--- src/rtl/cipher_ctl_pkg.sv ---
package cipher_ctl_pkg;

    localparam int unsigned REG_W      = 32;
    localparam int unsigned ADDR_W     = 8;
    localparam int unsigned WIDE_WORDS = 4;
    localparam int unsigned WIDE_W     = WIDE_WORDS * REG_W;
    localparam int unsigned IRQ_CH     = 2;
    localparam int unsigned MASK_W     = 3;
    localparam int unsigned PEND_LSB   = 16;
    localparam int unsigned CFG_LSB    = 1;

    localparam logic [ADDR_W-1:0] OFS_CTRL = 8'h00;
    localparam logic [ADDR_W-1:0] OFS_INTR = 8'h08;
    localparam logic [ADDR_W-1:0] OFS_SRC  = 8'h10;
    localparam logic [ADDR_W-1:0] OFS_DST  = 8'h14;
    localparam logic [ADDR_W-1:0] OFS_LEN  = 8'h18;
    localparam logic [3:0]        KEY_PAGE = 4'h3;
    localparam logic [3:0]        IV_PAGE  = 4'h4;

    // Packs onto control bits 5:1, most significant field first.
    typedef struct packed {
        logic chain;
        logic coh_src;
        logic coh_dst;
        logic usr_key;
        logic encrypt;
    } job_cfg_t;

    localparam int unsigned CFG_W = $bits(job_cfg_t);

    typedef enum logic [2:0] {
        SEL_NONE,
        SEL_CTRL,
        SEL_INTR,
        SEL_SRC,
        SEL_DST,
        SEL_LEN,
        SEL_KEY,
        SEL_IV
    } reg_sel_e;

    function automatic reg_sel_e decode_sel(input logic [ADDR_W-1:0] a);
        reg_sel_e s;
        s = SEL_NONE;
        if (a == OFS_CTRL)      s = SEL_CTRL;
        else if (a == OFS_INTR) s = SEL_INTR;
        else if (a == OFS_SRC)  s = SEL_SRC;
        else if (a == OFS_DST)  s = SEL_DST;
        else if (a == OFS_LEN)  s = SEL_LEN;
        else if (a[1:0] == 2'b00 && a[7:4] == KEY_PAGE) s = SEL_KEY;
        else if (a[1:0] == 2'b00 && a[7:4] == IV_PAGE)  s = SEL_IV;
        return s;
    endfunction

    function automatic logic [1:0] word_of(input logic [ADDR_W-1:0] a);
        return a[3:2];
    endfunction

endpackage

--- src/rtl/cipher_ctl_wide_field.sv ---
module cipher_ctl_wide_field
    import cipher_ctl_pkg::*;
#(
    parameter int unsigned WORDS    = 4,
    parameter bit          READABLE = 1'b1,
    parameter int unsigned IDX_W    = (WORDS > 1) ? $clog2(WORDS) : 1
) (
    input  logic                     clk,
    input  logic                     rst,
    input  logic                     wr_en,
    input  logic [IDX_W-1:0]         wr_idx,
    input  logic [REG_W-1:0]         wr_data,
    input  logic                     load_en,
    input  logic [WORDS*REG_W-1:0]   load_val,
    input  logic [IDX_W-1:0]         rd_idx,
    output logic [WORDS*REG_W-1:0]   value,
    output logic [REG_W-1:0]         rd_data
);

    logic [REG_W-1:0] word_q [WORDS];

    for (genvar w = 0; w < WORDS; w++) begin : g_word
        always_ff @(posedge clk) begin
            if (rst) begin
                word_q[w] <= '0;
            end else if (load_en) begin
                word_q[w] <= load_val[w*REG_W +: REG_W];
            end else if (wr_en && wr_idx == IDX_W'(w)) begin
                word_q[w] <= wr_data;
            end
        end
        assign value[w*REG_W +: REG_W] = word_q[w];
    end

    if (READABLE) begin : g_rd
        always_comb begin
            rd_data = '0;
            for (int w = 0; w < WORDS; w++) begin
                if (rd_idx == IDX_W'(w)) rd_data = word_q[w];
            end
        end
    end else begin : g_hidden
        logic unused_idx;
        assign unused_idx = ^rd_idx;
        assign rd_data    = '0;
    end

endmodule

--- src/rtl/cipher_ctl_job.sv ---
module cipher_ctl_job
    import cipher_ctl_pkg::*;
(
    input  logic             clk,
    input  logic             rst,
    input  logic             ctrl_wr,
    input  logic             wr_start,
    input  job_cfg_t         wr_cfg,
    input  logic             seq_done,
    output logic             start_q,
    output logic             busy_q,
    output job_cfg_t         cfg_q,
    output logic             done_evt
);

    logic accept;

    assign accept   = ctrl_wr && !busy_q;
    assign done_evt = busy_q && seq_done;

    always_ff @(posedge clk) begin
        if (rst) begin
            start_q <= 1'b0;
            busy_q  <= 1'b0;
            cfg_q   <= '0;
        end else begin
            start_q <= accept && wr_start;
            if (accept) begin
                cfg_q <= wr_cfg;
            end
            if (accept && wr_start) begin
                busy_q <= 1'b1;
            end else if (done_evt) begin
                busy_q <= 1'b0;
            end
        end
    end

endmodule

--- src/rtl/cipher_ctl_irq.sv ---
module cipher_ctl_irq
    import cipher_ctl_pkg::*;
#(
    parameter int unsigned CH    = IRQ_CH,
    parameter int unsigned MSK_W = MASK_W
) (
    input  logic             clk,
    input  logic             rst,
    input  logic             intr_wr,
    input  logic [CH-1:0]    clr_bits,
    input  logic [MSK_W-1:0] mask_in,
    input  logic [CH-1:0]    evt,
    output logic [CH-1:0]    pend_q,
    output logic [MSK_W-1:0] mask_q,
    output logic             irq
);

    logic [CH-1:0] hit;

    for (genvar c = 0; c < CH; c++) begin : g_ch
        always_ff @(posedge clk) begin
            if (rst) begin
                pend_q[c] <= 1'b0;
            end else if (evt[c]) begin
                pend_q[c] <= 1'b1;
            end else if (intr_wr && clr_bits[c]) begin
                pend_q[c] <= 1'b0;
            end
        end
        assign hit[c] = pend_q[c] & mask_q[c];
    end

    always_ff @(posedge clk) begin
        if (rst) begin
            mask_q <= '0;
        end else if (intr_wr) begin
            mask_q <= mask_in;
        end
    end

    assign irq = |hit;

endmodule

--- src/rtl/cipher_ctl_regs.sv ---
module cipher_ctl_regs
    import cipher_ctl_pkg::*;
(
    input  logic                 clk,
    input  logic                 rst,
    input  logic                 bus_wr,
    input  logic                 bus_rd,
    input  logic [ADDR_W-1:0]    bus_addr,
    input  logic [REG_W-1:0]     bus_wdata,
    output logic [REG_W-1:0]     bus_rdata,
    output logic                 job_start,
    output logic                 job_busy,
    output logic [REG_W-1:0]     job_src,
    output logic [REG_W-1:0]     job_dst,
    output logic [REG_W-1:0]     job_len,
    output logic                 job_encrypt,
    output logic                 job_usr_key,
    output logic                 job_coh_dst,
    output logic                 job_coh_src,
    output logic                 job_chain,
    output logic [WIDE_W-1:0]    job_key,
    output logic [WIDE_W-1:0]    job_iv,
    input  logic                 job_done,
    input  logic [WIDE_W-1:0]    iv_final,
    input  logic                 chb_done,
    output logic                 irq
);

    reg_sel_e          sel;
    logic              wr_ctrl, wr_intr, wr_key, wr_iv;
    logic [1:0]        widx;
    job_cfg_t          cfg_q;
    logic              start_q, busy_q, done_evt;
    logic [IRQ_CH-1:0] pend_q;
    logic [MASK_W-1:0] mask_q;
    logic [REG_W-1:0]  src_q, dst_q, len_q;
    logic [REG_W-1:0]  key_rd, iv_rd;

    assign sel     = decode_sel(bus_addr);
    assign widx    = word_of(bus_addr);
    assign wr_ctrl = bus_wr && (sel == SEL_CTRL);
    assign wr_intr = bus_wr && (sel == SEL_INTR);
    assign wr_key  = bus_wr && (sel == SEL_KEY);
    assign wr_iv   = bus_wr && (sel == SEL_IV);

    cipher_ctl_job u_job (
        .clk      (clk),
        .rst      (rst),
        .ctrl_wr  (wr_ctrl),
        .wr_start (bus_wdata[0]),
        .wr_cfg   (job_cfg_t'(bus_wdata[CFG_LSB +: CFG_W])),
        .seq_done (job_done),
        .start_q  (start_q),
        .busy_q   (busy_q),
        .cfg_q    (cfg_q),
        .done_evt (done_evt)
    );

    cipher_ctl_irq #(.CH(IRQ_CH), .MSK_W(MASK_W)) u_irq (
        .clk      (clk),
        .rst      (rst),
        .intr_wr  (wr_intr),
        .clr_bits (bus_wdata[PEND_LSB +: IRQ_CH]),
        .mask_in  (bus_wdata[MASK_W-1:0]),
        .evt      ({chb_done, done_evt}),
        .pend_q   (pend_q),
        .mask_q   (mask_q),
        .irq      (irq)
    );

    cipher_ctl_wide_field #(.WORDS(WIDE_WORDS), .READABLE(1'b0)) u_key (
        .clk      (clk),
        .rst      (rst),
        .wr_en    (wr_key),
        .wr_idx   (widx),
        .wr_data  (bus_wdata),
        .load_en  (1'b0),
        .load_val ('0),
        .rd_idx   (widx),
        .value    (job_key),
        .rd_data  (key_rd)
    );

    cipher_ctl_wide_field #(.WORDS(WIDE_WORDS), .READABLE(1'b1)) u_iv (
        .clk      (clk),
        .rst      (rst),
        .wr_en    (wr_iv),
        .wr_idx   (widx),
        .wr_data  (bus_wdata),
        .load_en  (done_evt && cfg_q.chain),
        .load_val (iv_final),
        .rd_idx   (widx),
        .value    (job_iv),
        .rd_data  (iv_rd)
    );

    always_ff @(posedge clk) begin
        if (rst) begin
            src_q <= '0;
            dst_q <= '0;
            len_q <= '0;
        end else if (bus_wr) begin
            if (sel == SEL_SRC) src_q <= bus_wdata;
            if (sel == SEL_DST) dst_q <= bus_wdata;
            if (sel == SEL_LEN) len_q <= bus_wdata;
        end
    end

    always_comb begin
        bus_rdata = '0;
        if (bus_rd) begin
            unique case (sel)
                SEL_CTRL: begin
                    bus_rdata[0]                = start_q;
                    bus_rdata[CFG_LSB +: CFG_W] = cfg_q;
                end
                SEL_INTR: begin
                    bus_rdata[PEND_LSB +: IRQ_CH] = pend_q;
                    bus_rdata[MASK_W-1:0]         = mask_q;
                end
                SEL_SRC:  bus_rdata = src_q;
                SEL_DST:  bus_rdata = dst_q;
                SEL_LEN:  bus_rdata = len_q;
                SEL_KEY:  bus_rdata = key_rd;
                SEL_IV:   bus_rdata = iv_rd;
                default:  bus_rdata = '0;
            endcase
        end
    end

    assign job_start   = start_q;
    assign job_busy    = busy_q;
    assign job_src     = src_q;
    assign job_dst     = dst_q;
    assign job_len     = len_q;
    assign job_encrypt = cfg_q.encrypt;
    assign job_usr_key = cfg_q.usr_key;
    assign job_coh_dst = cfg_q.coh_dst;
    assign job_coh_src = cfg_q.coh_src;
    assign job_chain   = cfg_q.chain;

endmodule

--- config.mk ---
export PLATFORM = sky130hd
export DESIGN_NAME = cipher_ctl_regs
export DESIGN_NICKNAME = d
export VERILOG_FILES = /design/src/rtl/cipher_ctl_pkg.sv /design/src/rtl/cipher_ctl_wide_field.sv /design/src/rtl/cipher_ctl_job.sv /design/src/rtl/cipher_ctl_irq.sv /design/src/rtl/cipher_ctl_regs.sv
export SDC_FILE = /design/constraint.sdc
export NUM_CORES = 1
export LEC_CHECK = 0
export ABC_AREA = 1
export CAP_MARGIN = 20
export CORE_AREA = 2 2 219 221
export CTS_CLUSTER_SIZE = 30
export DETAILED_ROUTE_END_ITERATION = 16
export DIE_AREA = 0 0 221 223
export PLACE_DENSITY = 0.69
export REMOVE_ABC_BUFFERS = 1
export SLEW_MARGIN = 20
export SYNTH_ARGS = -nofsm -noshare
export SYNTH_HDL_FRONTEND = slang
export SYNTH_HIERARCHICAL = 1
export SYNTH_SLANG_ARGS = --single-unit
--- constraint.sdc ---
create_clock -name clk -period 6 [get_ports clk]
set_input_delay 1.2 -clock clk [delete_from_list [all_inputs] [get_ports clk]]
set_output_delay 1.2 -clock clk [all_outputs]
set_load 0.01 [all_outputs]
==> results by group <==
Synthesis
  – Yosys warnings: 6
  – Yosys top cell by area: edfxtp_1
  – Yosys reg bits: 364
  – Sequential-to-total area share from yosys stat: between 50% and 60%
  – Synth area leaders: edfxtp_1, nand2_1, dfxtp_1
  – Synthesized cell area: 18710 sq um
  – Syn avg cell area: 8.310 sq um
  – Cells after synthesis: 2251
  – Cell variety after synth: 25
  – Area share of the largest cell type after synthesis: 41.09%

Clock tree
  – CTS Buffer Depth: 3
  – Post-CTS Setup Bufs: 0
  – Num CTS Buffers: 43
  – Hold_buf cts: 0
  – Clk_lat worst skew: 0.57 ns
  – # resized after CTS: 0
  – CTS tree: done
  – # H-tree levels: 2
  – Sink Count: 364
  – Clock Tree Root: clkbuf_16
  – CTS clk-pin slew, worst paths: 0.06 ns

Hold path
  – Hold path start: job_len[22]
  – Worst Hold Path EP: job_len[22]
  – HP Class: reg -> reg
  – Min-Delay Path Depth: 2

Power and ir drop
  – VDD IR max: 0.2157 mV
  – Static leakage: roughly 11 nW
  – Pwr dens: 243.0 nW/um^2
  – Overall Power: 0.006439 W

Outcome
  – Failing checks: slew limit
  – Outcome: finished with violations

Final layout
  – Fillers: 4230
  – Register area: around 9800 sq um
  – Area of the multi-input gates: 7895 sq um
  – Final non-filler cell total: 3494
  – Total Nets Final: 3010
  – Fraction of layout cells with a size suffix above 1: 5.230%
  – Most frequent cells in the layout: nand2_1, clkdlybuf4s50_1, nand4_1
  – Commonest non-fill, non-tap cell in the layout: nand2_1
  – P&R area growth vs syn: 41.67%

STA
  – Setup TNS: 0 ns
  – Slew HR: -239.0%
  – Final setup viols: 0
  – Final period util: 83.31%
  – Slew Limit Fails: 129
  – Crit path time final: 4.999 ns
  – F_max: 200.1 MHz
  – Clk_skew: 0.01018 ns
  – Final Hold Viols: 0
  – Slew @ Worst Pin: 5.085 ns
  – RSZ-0062 raised after global routing: false

Global routing
  – Vias in the first global route: 18086
  – Grt ovf: 0
  – First-pass GRT wire length: 120.1 mm
  – Largest net degree at the start of global routing: 133
  – Antenna violations before repair: 12
  – Total GRT Usage: between 30% and 40%

Setup path
  – Startpoint Class: input pin
  – Crit Path Max Fanout: 22
  – Critical path capture point type: primary output
  – Crit path buf inv count: 4
  – Worst Path Class, Setup: in -> out
  – Critical path's top delay family: buffers and inverters
  – Slowest CP cell: clkdlybuf4s50_1
  – Worst endpoint data arrival time: between 3 and 4 ns
  – FF-to-FF Start: u_job/busy_q
  – Largest stage delay, worst path: 0.59 ns
  – R2R cell count: 8
  – Cell Chain, Critical Path: clkdlybuf4s50_1, inv_1, nand2_2, nor2_4, buf_4, nand3_1, nand3_1, nor2_1, nor2_1, clkdlybuf4s50_1
  – CP required: 4.80 ns
  – R2R setup slack: 3.42 ns
  – R2R Path End: u_iv/word_q[1][23]

Detailed routing
  – DR iter-0 viols: 2377
  – Drt pass-1 iters: 7
  – Drt wl/cell: 23.92 um
  – Average vias per placed instance: approximately 5.6
  – Final ANT Viol Nets: 0
  – Drt drc: 0
  – Via count: 19529
  – Final WL: 83.58 mm

Placed design
  – Detailed placer's ending HPWL: 56.30 mm
  – Placed insts: 3405
  – GPL Wtd Cong: 0.9830
  – Buffers on Ports: 565

Floorplan
  – Die area: around 49000 sq um
  – Io pins: 566
  – Core ar.: 47150 sq um
  – Std cell rows: 80
  – Die Y-Extent: approximately 220 um
  – Chip Width: 221 um
  – Initial core utilization: 39.68%

Flow run
  – Max_cap viols: 0
-- tightest hold or removal path: stages (launching register included) --
cell     delay [ns]
dfxtp_1        0.32
inv_1          0.05
a21oi_1        0.05
-- power breakdown --
group / switching, W / total [W] / internal, W
registers: 0.0000475 / 0.00284 / 0.00279
logic: 0.000485 / 0.000816 / 0.000331
clock network: 0.00108 / 0.00278 / 0.00170
-- area by class of cell --
| cell class | instances | share of cell area [%] |
|---|---|---|
| antenna | 11 | 0.1039 |
| sequential | 364 | 37.17 |
| clock buffer | 55 | 4.343 |
| inverter | 131 | 1.860 |
| clock inverter | 22 | 1.176 |
| multi-input combinational | 1690 | 29.79 |
| timing repair buffer | 606 | 22.66 |
| tap | 615 | 2.904 |
-- synth_stat cells --
cell	instances
nor2_2	7
nor2_1	148
nor2_4	6
clkinv_2	1
inv_1	121
a21oi_1	74
nor4_1	1
conb_1	2
buf_2	119
o31ai_1	2
o21ai_1	79
nor3_1	1
nand4_1	328
nand3_2	3
nand2_1	623
o21ai_0	46
clkbuf_1	49
edfxtp_1	256
nand2_2	3
buf_1	7
inv_2	9
dfxtp_1	108
nand3_1	207
buf_6	1
buf_4	50
-- through the flow --
| stage | utilization [%] | setup slack, ns | area [sq um] | hold WS, ns |
|---|---|---|---|---|
| after detailed placement | 53.00 | 1.030 | 24990 | 0.4522 |
| final | 56.21 | 1.001 | 26500 | 0.4613 |
| after global routing | 56.21 | 0.8419 | 26500 | 0.4781 |
| after floorplan | - | 0.3289 | 18110 | 0.4349 |
| after global placement | 53.00 | 1.036 | 24990 | 0.4490 |
| after CTS | 56.10 | 1.028 | 26450 | 0.4613 |
-- kinds of logic (layout without fill, tap and decap cells) --
| logic type | after synthesis | in the layout | synth area share (%) |
|---|---|---|---|
| buf+inv | 357 | 814 | 9.009 |
| simple gates | 1327 | 1327 | 32.89 |
| other cells | 2 | 173 | 0.04015 |
| flops | 364 | 364 | 52.65 |
| compound gates | 201 | 201 | 5.404 |
-- worst max path at each step --
| stage | endpoint | depth (start not counted) | start |
|---|---|---|---|
| 2_1_floorplan | u_iv/word_q[1][0] | 7 | bus_addr[1] |
| 3_3_place_gp | bus_rdata[7] | 10 | bus_addr[1] |
| 3_5_place_dp | bus_rdata[25] | 10 | bus_addr[1] |
| 4_1_cts | bus_rdata[25] | 10 | bus_addr[1] |
| 5_1_grt | bus_rdata[2] | 10 | bus_addr[6] |
| 6_report | bus_rdata[25] | 10 | bus_addr[1] |
-- routing by layer --
metal / vias to the layer above / GRT usage [%] / share of wire, %
met1: 9135 / 41.13 / 38
met4: 4 / 15.33 / 4.9
li1: 8841 / - / -
met3: 246 / 8.745 / 11
met5: - / 0 / 0.030
met2: 1303 / 51.30 / 46
-- sequential cells by signal, indices dropped and copies added (netlist names) --
signal and cells:
u_iv/word_q 128, u_key/word_q 128, job_dst 32, job_len 32
job_src 32, u_job/cfg_q 5, u_irq/mask_q 3, u_irq/pend_q 2
u_job/busy_q 1, u_job/start_q 1
(Power assumes the default switching activity.)
